File: src/rtl/pir_pkg.sv
package pir_pkg;
   typedef enum logic [1:0] {
      MODE_ASSUME_OK = 2'd0,
      MODE_LEGACY    = 2'd1,
      MODE_FORCE_OK  = 2'd2
   } pir_mode_e;

   localparam int PIR_PINS = 4;
endpackage

File: src/rtl/pir_classify.sv
module pir_classify
   import pir_pkg::*;
#(
   parameter int LINE_BASE   = 27,
   parameter int ALT_OFFSET  = 64,
   parameter int SHARED_SLOT = 2
) (
   input  logic [1:0] slot_lo,
   input  logic [7:0] value,
   output pir_mode_e  verdict
);
   initial begin
      if (LINE_BASE + 3 + ALT_OFFSET > 255) $error("pir_classify: values exceed 8 bits");
      if (SHARED_SLOT < 0 || SHARED_SLOT > 3) $error("pir_classify: SHARED_SLOT out of range");
   end

   logic [7:0] direct_val;
   logic [7:0] alt_val;

   assign direct_val = 8'(LINE_BASE) + {6'd0, slot_lo};
   assign alt_val    = direct_val + 8'(ALT_OFFSET);

   always_comb begin
      if (value == 8'(LINE_BASE)) begin
         verdict = (slot_lo == 2'(SHARED_SLOT)) ? MODE_ASSUME_OK : MODE_LEGACY;
      end else if (value == direct_val || value == alt_val) begin
         verdict = MODE_LEGACY;
      end else begin
         verdict = MODE_FORCE_OK;
      end
   end
endmodule

File: src/rtl/pir_mode_reg.sv
module pir_mode_reg
   import pir_pkg::*;
(
   input  logic       clk,
   input  logic       rst_n,
   input  logic [1:0] mode_default,
   input  logic       snoop_hit,
   input  pir_mode_e  verdict,
   output pir_mode_e  mode_q
);
   pir_mode_e reset_mode;

   assign reset_mode = (mode_default == 2'd3) ? MODE_ASSUME_OK : pir_mode_e'(mode_default);

   always_ff @(posedge clk) begin
      if (!rst_n) begin
         mode_q <= reset_mode;
      end else if (snoop_hit && mode_q == MODE_ASSUME_OK) begin
         mode_q <= verdict;
      end
   end
endmodule

File: src/rtl/pir_swizzle.sv
module pir_swizzle
   import pir_pkg::*;
#(
   parameter int NUM_SLOTS  = 4,
   parameter int FIRST_SLOT = 12,
   parameter int OFS_VAR0   = 2,
   parameter int OFS_VAR1   = 3
) (
   input  logic [PIR_PINS*NUM_SLOTS-1:0] slot_intx,
   input  logic                          board_variant,
   input  logic                          passthru,
   output logic [PIR_PINS-1:0]           irq_out
);
   logic [PIR_PINS-1:0] contrib [NUM_SLOTS];

   for (genvar g = 0; g < NUM_SLOTS; g++) begin : g_slot
      localparam int SLOT_LO = (FIRST_SLOT + g) % PIR_PINS;
      always_comb begin
         contrib[g] = '0;
         for (int p = 0; p < PIR_PINS; p++) begin
            logic [1:0] idx;
            if (passthru) begin
               idx = 2'(p);
            end else if (board_variant) begin
               idx = 2'(p + OFS_VAR1 + SLOT_LO);
            end else begin
               idx = 2'(p + OFS_VAR0 + SLOT_LO);
            end
            contrib[g][idx] = contrib[g][idx] | slot_intx[PIR_PINS*g + p];
         end
      end
   end

   always_comb begin
      irq_out = '0;
      for (int s = 0; s < NUM_SLOTS; s++) begin
         irq_out = irq_out | contrib[s];
      end
   end
endmodule

File: src/rtl/pir_intx_router.sv
module pir_intx_router
   import pir_pkg::*;
#(
   parameter int NUM_SLOTS    = 4,
   parameter int FIRST_SLOT   = 12,
   parameter int LINE_OFS     = 8'h3C,
   parameter int LINE_BASE    = 27,
   parameter int ALT_OFFSET   = 64,
   localparam int INTX_W      = PIR_PINS * NUM_SLOTS
) (
   input  logic              clk,
   input  logic              rst_n,
   input  logic              cfg_wr_valid,
   input  logic [15:0]       cfg_wr_addr,
   input  logic [7:0]        cfg_wr_data,
   input  logic              board_variant,
   input  logic [1:0]        mode_default,
   input  logic [INTX_W-1:0] slot_intx,
   output logic [3:0]        irq_out,
   output logic [1:0]        mode
);
   initial begin
      if (NUM_SLOTS < 1 || NUM_SLOTS > 32) $error("pir_intx_router: NUM_SLOTS out of range");
      if (FIRST_SLOT < 0 || FIRST_SLOT + NUM_SLOTS > 32) $error("pir_intx_router: slot range exceeds 32 devices");
      if (LINE_OFS < 0 || LINE_OFS > 255) $error("pir_intx_router: LINE_OFS must fit a byte");
   end

   logic       snoop_hit;
   pir_mode_e  verdict;
   pir_mode_e  mode_q;
   logic [5:0] unused_addr_bits;

   assign unused_addr_bits = {cfg_wr_addr[15:13], cfg_wr_addr[10:8]};
   assign snoop_hit = cfg_wr_valid && !board_variant && (cfg_wr_addr[7:0] == 8'(LINE_OFS));

   pir_classify #(
      .LINE_BASE  (LINE_BASE),
      .ALT_OFFSET (ALT_OFFSET),
      .SHARED_SLOT(2)
   ) u_classify (
      .slot_lo(cfg_wr_addr[12:11]),
      .value  (cfg_wr_data),
      .verdict(verdict)
   );

   pir_mode_reg u_mode (
      .clk         (clk),
      .rst_n       (rst_n),
      .mode_default(mode_default),
      .snoop_hit   (snoop_hit),
      .verdict     (verdict),
      .mode_q      (mode_q)
   );

   pir_swizzle #(
      .NUM_SLOTS (NUM_SLOTS),
      .FIRST_SLOT(FIRST_SLOT),
      .OFS_VAR0  (2),
      .OFS_VAR1  (3)
   ) u_swz (
      .slot_intx    (slot_intx),
      .board_variant(board_variant),
      .passthru     (mode_q == MODE_LEGACY && !board_variant),
      .irq_out      (irq_out)
   );

   assign mode = mode_q;
endmodule

File: config.mk
export PLATFORM = sky130hd
export DESIGN_NAME = pir_intx_router
export DESIGN_NICKNAME = d
export VERILOG_FILES = /design/src/rtl/pir_pkg.sv /design/src/rtl/pir_classify.sv /design/src/rtl/pir_mode_reg.sv /design/src/rtl/pir_swizzle.sv /design/src/rtl/pir_intx_router.sv
export SDC_FILE = /design/constraint.sdc
export NUM_CORES = 1
export LEC_CHECK = 0
export BUFFER_PORTS_ARGS = -buffer_cell sky130_fd_sc_hd__buf_2
export CAP_MARGIN = 5
export CORE_AREA = 2 2 39 41
export CTS_CLUSTER_SIZE = 8
export DETAILED_ROUTE_END_ITERATION = 10
export DIE_AREA = 0 0 41 43
export PLACE_DENSITY = 0.89
export SYNTH_ARGS = -nofsm -noshare
export SYNTH_HDL_FRONTEND = slang
export SYNTH_SLANG_ARGS = --single-unit
export TNS_END_PERCENT = 5
File: constraint.sdc
create_clock -name clk -period 2.55 [get_ports clk]
set_input_delay 0.51 -clock clk [delete_from_list [all_inputs] [get_ports clk]]
set_output_delay 0.51 -clock clk [all_outputs]
set_load 0.03 [all_outputs]
==> results.ini <==
[outcome]
status = complete, no violations

[sta]
clock_skew_ns = 0.00221
final_max_slew_viol_count = 0
rsz0062_at_grt = false
finalHoldViolCount = 0
min_period_ns = 2.10
fmax_ghz = 0.477
period_share_pct = 82.2
finalSetupTns_ns = 0
slew_headroom_pct = 79.9
timing.hold.ws_ns = 0.698
report.final.setup_viol = 0
worst_pin_slew_ns = 0.298

[pwr]
ir_drop_mv = 0.151
p_per_area_nw_per_um2 = 298
p_int_w = 0.000137
leakagePower_nw = 0.339
p_switching_w = 0.0000658
total_power_w = 0.000202
clkPwrFrac_pct = 35.9
pwr-share-seq_pct = 21.1
switching_share_pct = 32.5
power.share.combinational_pct = 43.1

[worst_setup_path]
crit_path_top_delay_cell = edfxtp_1
path_cells = nor2b_4, mux2_2, a32oi_1, buf_2
end_kind = output pin
required_ns = 2.04
crit_fanout = 4
critPathArrivalTime_ns = 1.59
cpPeakStageDelay_ns = 0.43
cp-start-kind = flip-flop
cp_top_family = flip-flops
cp_num_buf_inv = 1
critical_path_class = flip-flop to output pin

[final_layout]
top_register = u_mode.mode_q
largest_reg_flops = 2
num_antenna_cells = 0
syn2layout_area_growth_pct = 60.7
drive_gt1_share_pct = 55.6
top_regs = u_mode.mode_q (2)
fin_nets = 149

[routing]
drc = 0
first_iter_violations = 5
routed-via-count = 595
top_layer_used = met4
vias_per_cell = 5.17
postRouteAntennaNets = 0
drt-met1-wl_um = 413
met2_length_um = 664
routed-wl-met3_um = 138
routedWlPerCell_um = 10.6
dr.pass1.iters = 4
routed_wl_mm = 1.22

[die]
die_area_um2 = 1760
rows = 14
die_h_um = 43
core_um2 = 1380
io_pins = 52
die_w_um = 41
initial_core_util_pct = 30.6

[synthesis]
synthCells = 52
ys_seq_area_share_pct = 14.2
avgSynthCellArea_um2 = 8.13
synth_seq_cells = 2
netlist-cell-type-count = 22
synth.cell_area_um2 = 423
syn_nets = 100
yosysWarnings = 0

[global_route]
grt_remaining_overflow = 0
grt_max_degree = 10
antenna_found_initial = 0
grt_usage_pct = 14.9
grt_pass1_wl_mm = 1.81
first_global_vias = 550

[clock_network]
cts_resized = 0
htree_levels = 1
cts_sinks = 2
cts_buffers = 3
ctsHoldBuffers = 0
cts-root-buf = clkbuf_4
post-cts-setup-buffers = 0
insertion_delay_ns = 0.23
clk_pin_slew_ns = 0.03
clk_path_buf_depth = 2
cts_tree = built

[hold_path]
hp-class = input port to flip-flop

[placement]
hpwlAfterDp_mm = 1.12
portBuffers = 45
routabilityCongestion = 0.612

[run]
cap_violations = 0

==> cell type report <==
cell class,instances,area [µm²]
Sequential cell,2,60.1
Inverter,7,26.3
Timing Repair Buffer,45,225
Tap cell,16,20.0
Multi-Input combinational cell,42,325
Clock buffer,3,22.5
Fill cell,140,704
==> power groups by stage <==
stage          Sequential, W  Combinational [W]  Clock [W]
2_1_floorplan      0.0000486          0.0000387          0
3_3_place_gp       0.0000430          0.0000842          0
3_5_place_dp       0.0000431          0.0000878          0
4_1_cts            0.0000427          0.0000880  0.0000757
5_1_grt            0.0000433          0.0000966  0.0000761
6_report           0.0000426          0.0000872  0.0000726
==> layout by cell type (no fill, tap or decap), drive strengths merged <==
master / count
and4bb: 2
nor3b: 2
a41oi: 1
nor3: 8
edfxtp: 2
nand2: 1
nand4bb: 1
nor2b: 2
nor4bb: 1
a32oi: 4
ha: 2
a311o: 1
mux2: 4
inv: 7
nor4: 1
clkbuf: 3
xor2: 3
buf: 45
o21ai: 2
nand4b: 1
nand3: 2
nor2: 4
==> synthesized netlist by cell type (all sizes together) <==
master   number  area (µm²)
nor3          8        40.0
ha            2        25.0
nor4bb        1        10.0
inv           7        26.3
mux2          4        45.0
nor4          1        6.26
nand2         1        3.75
nor2b         2        20.0
nand4b        1        8.76
nand3         2        10.0
edfxtp        2        60.1
nand4bb       1        11.3
a32oi         4        35.0
o21ai         2        10.0
and4bb        2        25.0
buf           1        11.3
a311o         1        10.0
nor3b         2        15.0
xor2          3        26.3
nor2          4        15.0
a41oi         1        8.76
==> stage by stage <==
step,util (%),instance area (µm²),setup slack (ns),cells
after floorplan,-,423,0.406,52
after global placement,47.5,657,0.725,112
after detailed placement,47.5,657,0.655,112
after CTS,49.1,679,0.434,115
after global routing,49.1,679,0.369,115
final,49.1,679,0.453,115
==> metal layers <==
metal  vias to the layer above  global-route usage, %
li1                        294                      -
met1                       259                   12.9
met2                        40                   29.1
met3                         2                   1.57
met4                         0                   8.00
met5                         -                      0
==> final timing paths <==
path | from | endpoint | slack (ns) | cells after the start
setup / recovery | u_mode.mode_q[1] | irq_out[3] | 0.45 | 4
hold / removal | rst_n | u_mode.mode_q[1] | 0.70 | 2
setup reg to reg | u_mode.mode_q[1] | u_mode.mode_q[1] | 1.16 | 3
hold reg to reg | u_mode.mode_q[0] | u_mode.mode_q[0] | 0.79 | 3
==> logic make-up after synthesis <==
kind of cell	count (synthesis)	share of synthesized area [%]
AOI/OAI and AO/OA	8	15.1
xor gates and xnor gates	3	6.21
adders and majority gates	2	5.92
buffers and inverters	8	8.88
DFF	2	14.2
muxes	4	10.7
and+or+nand+nor	25	39.1
(Power assumes the default switching activity.)
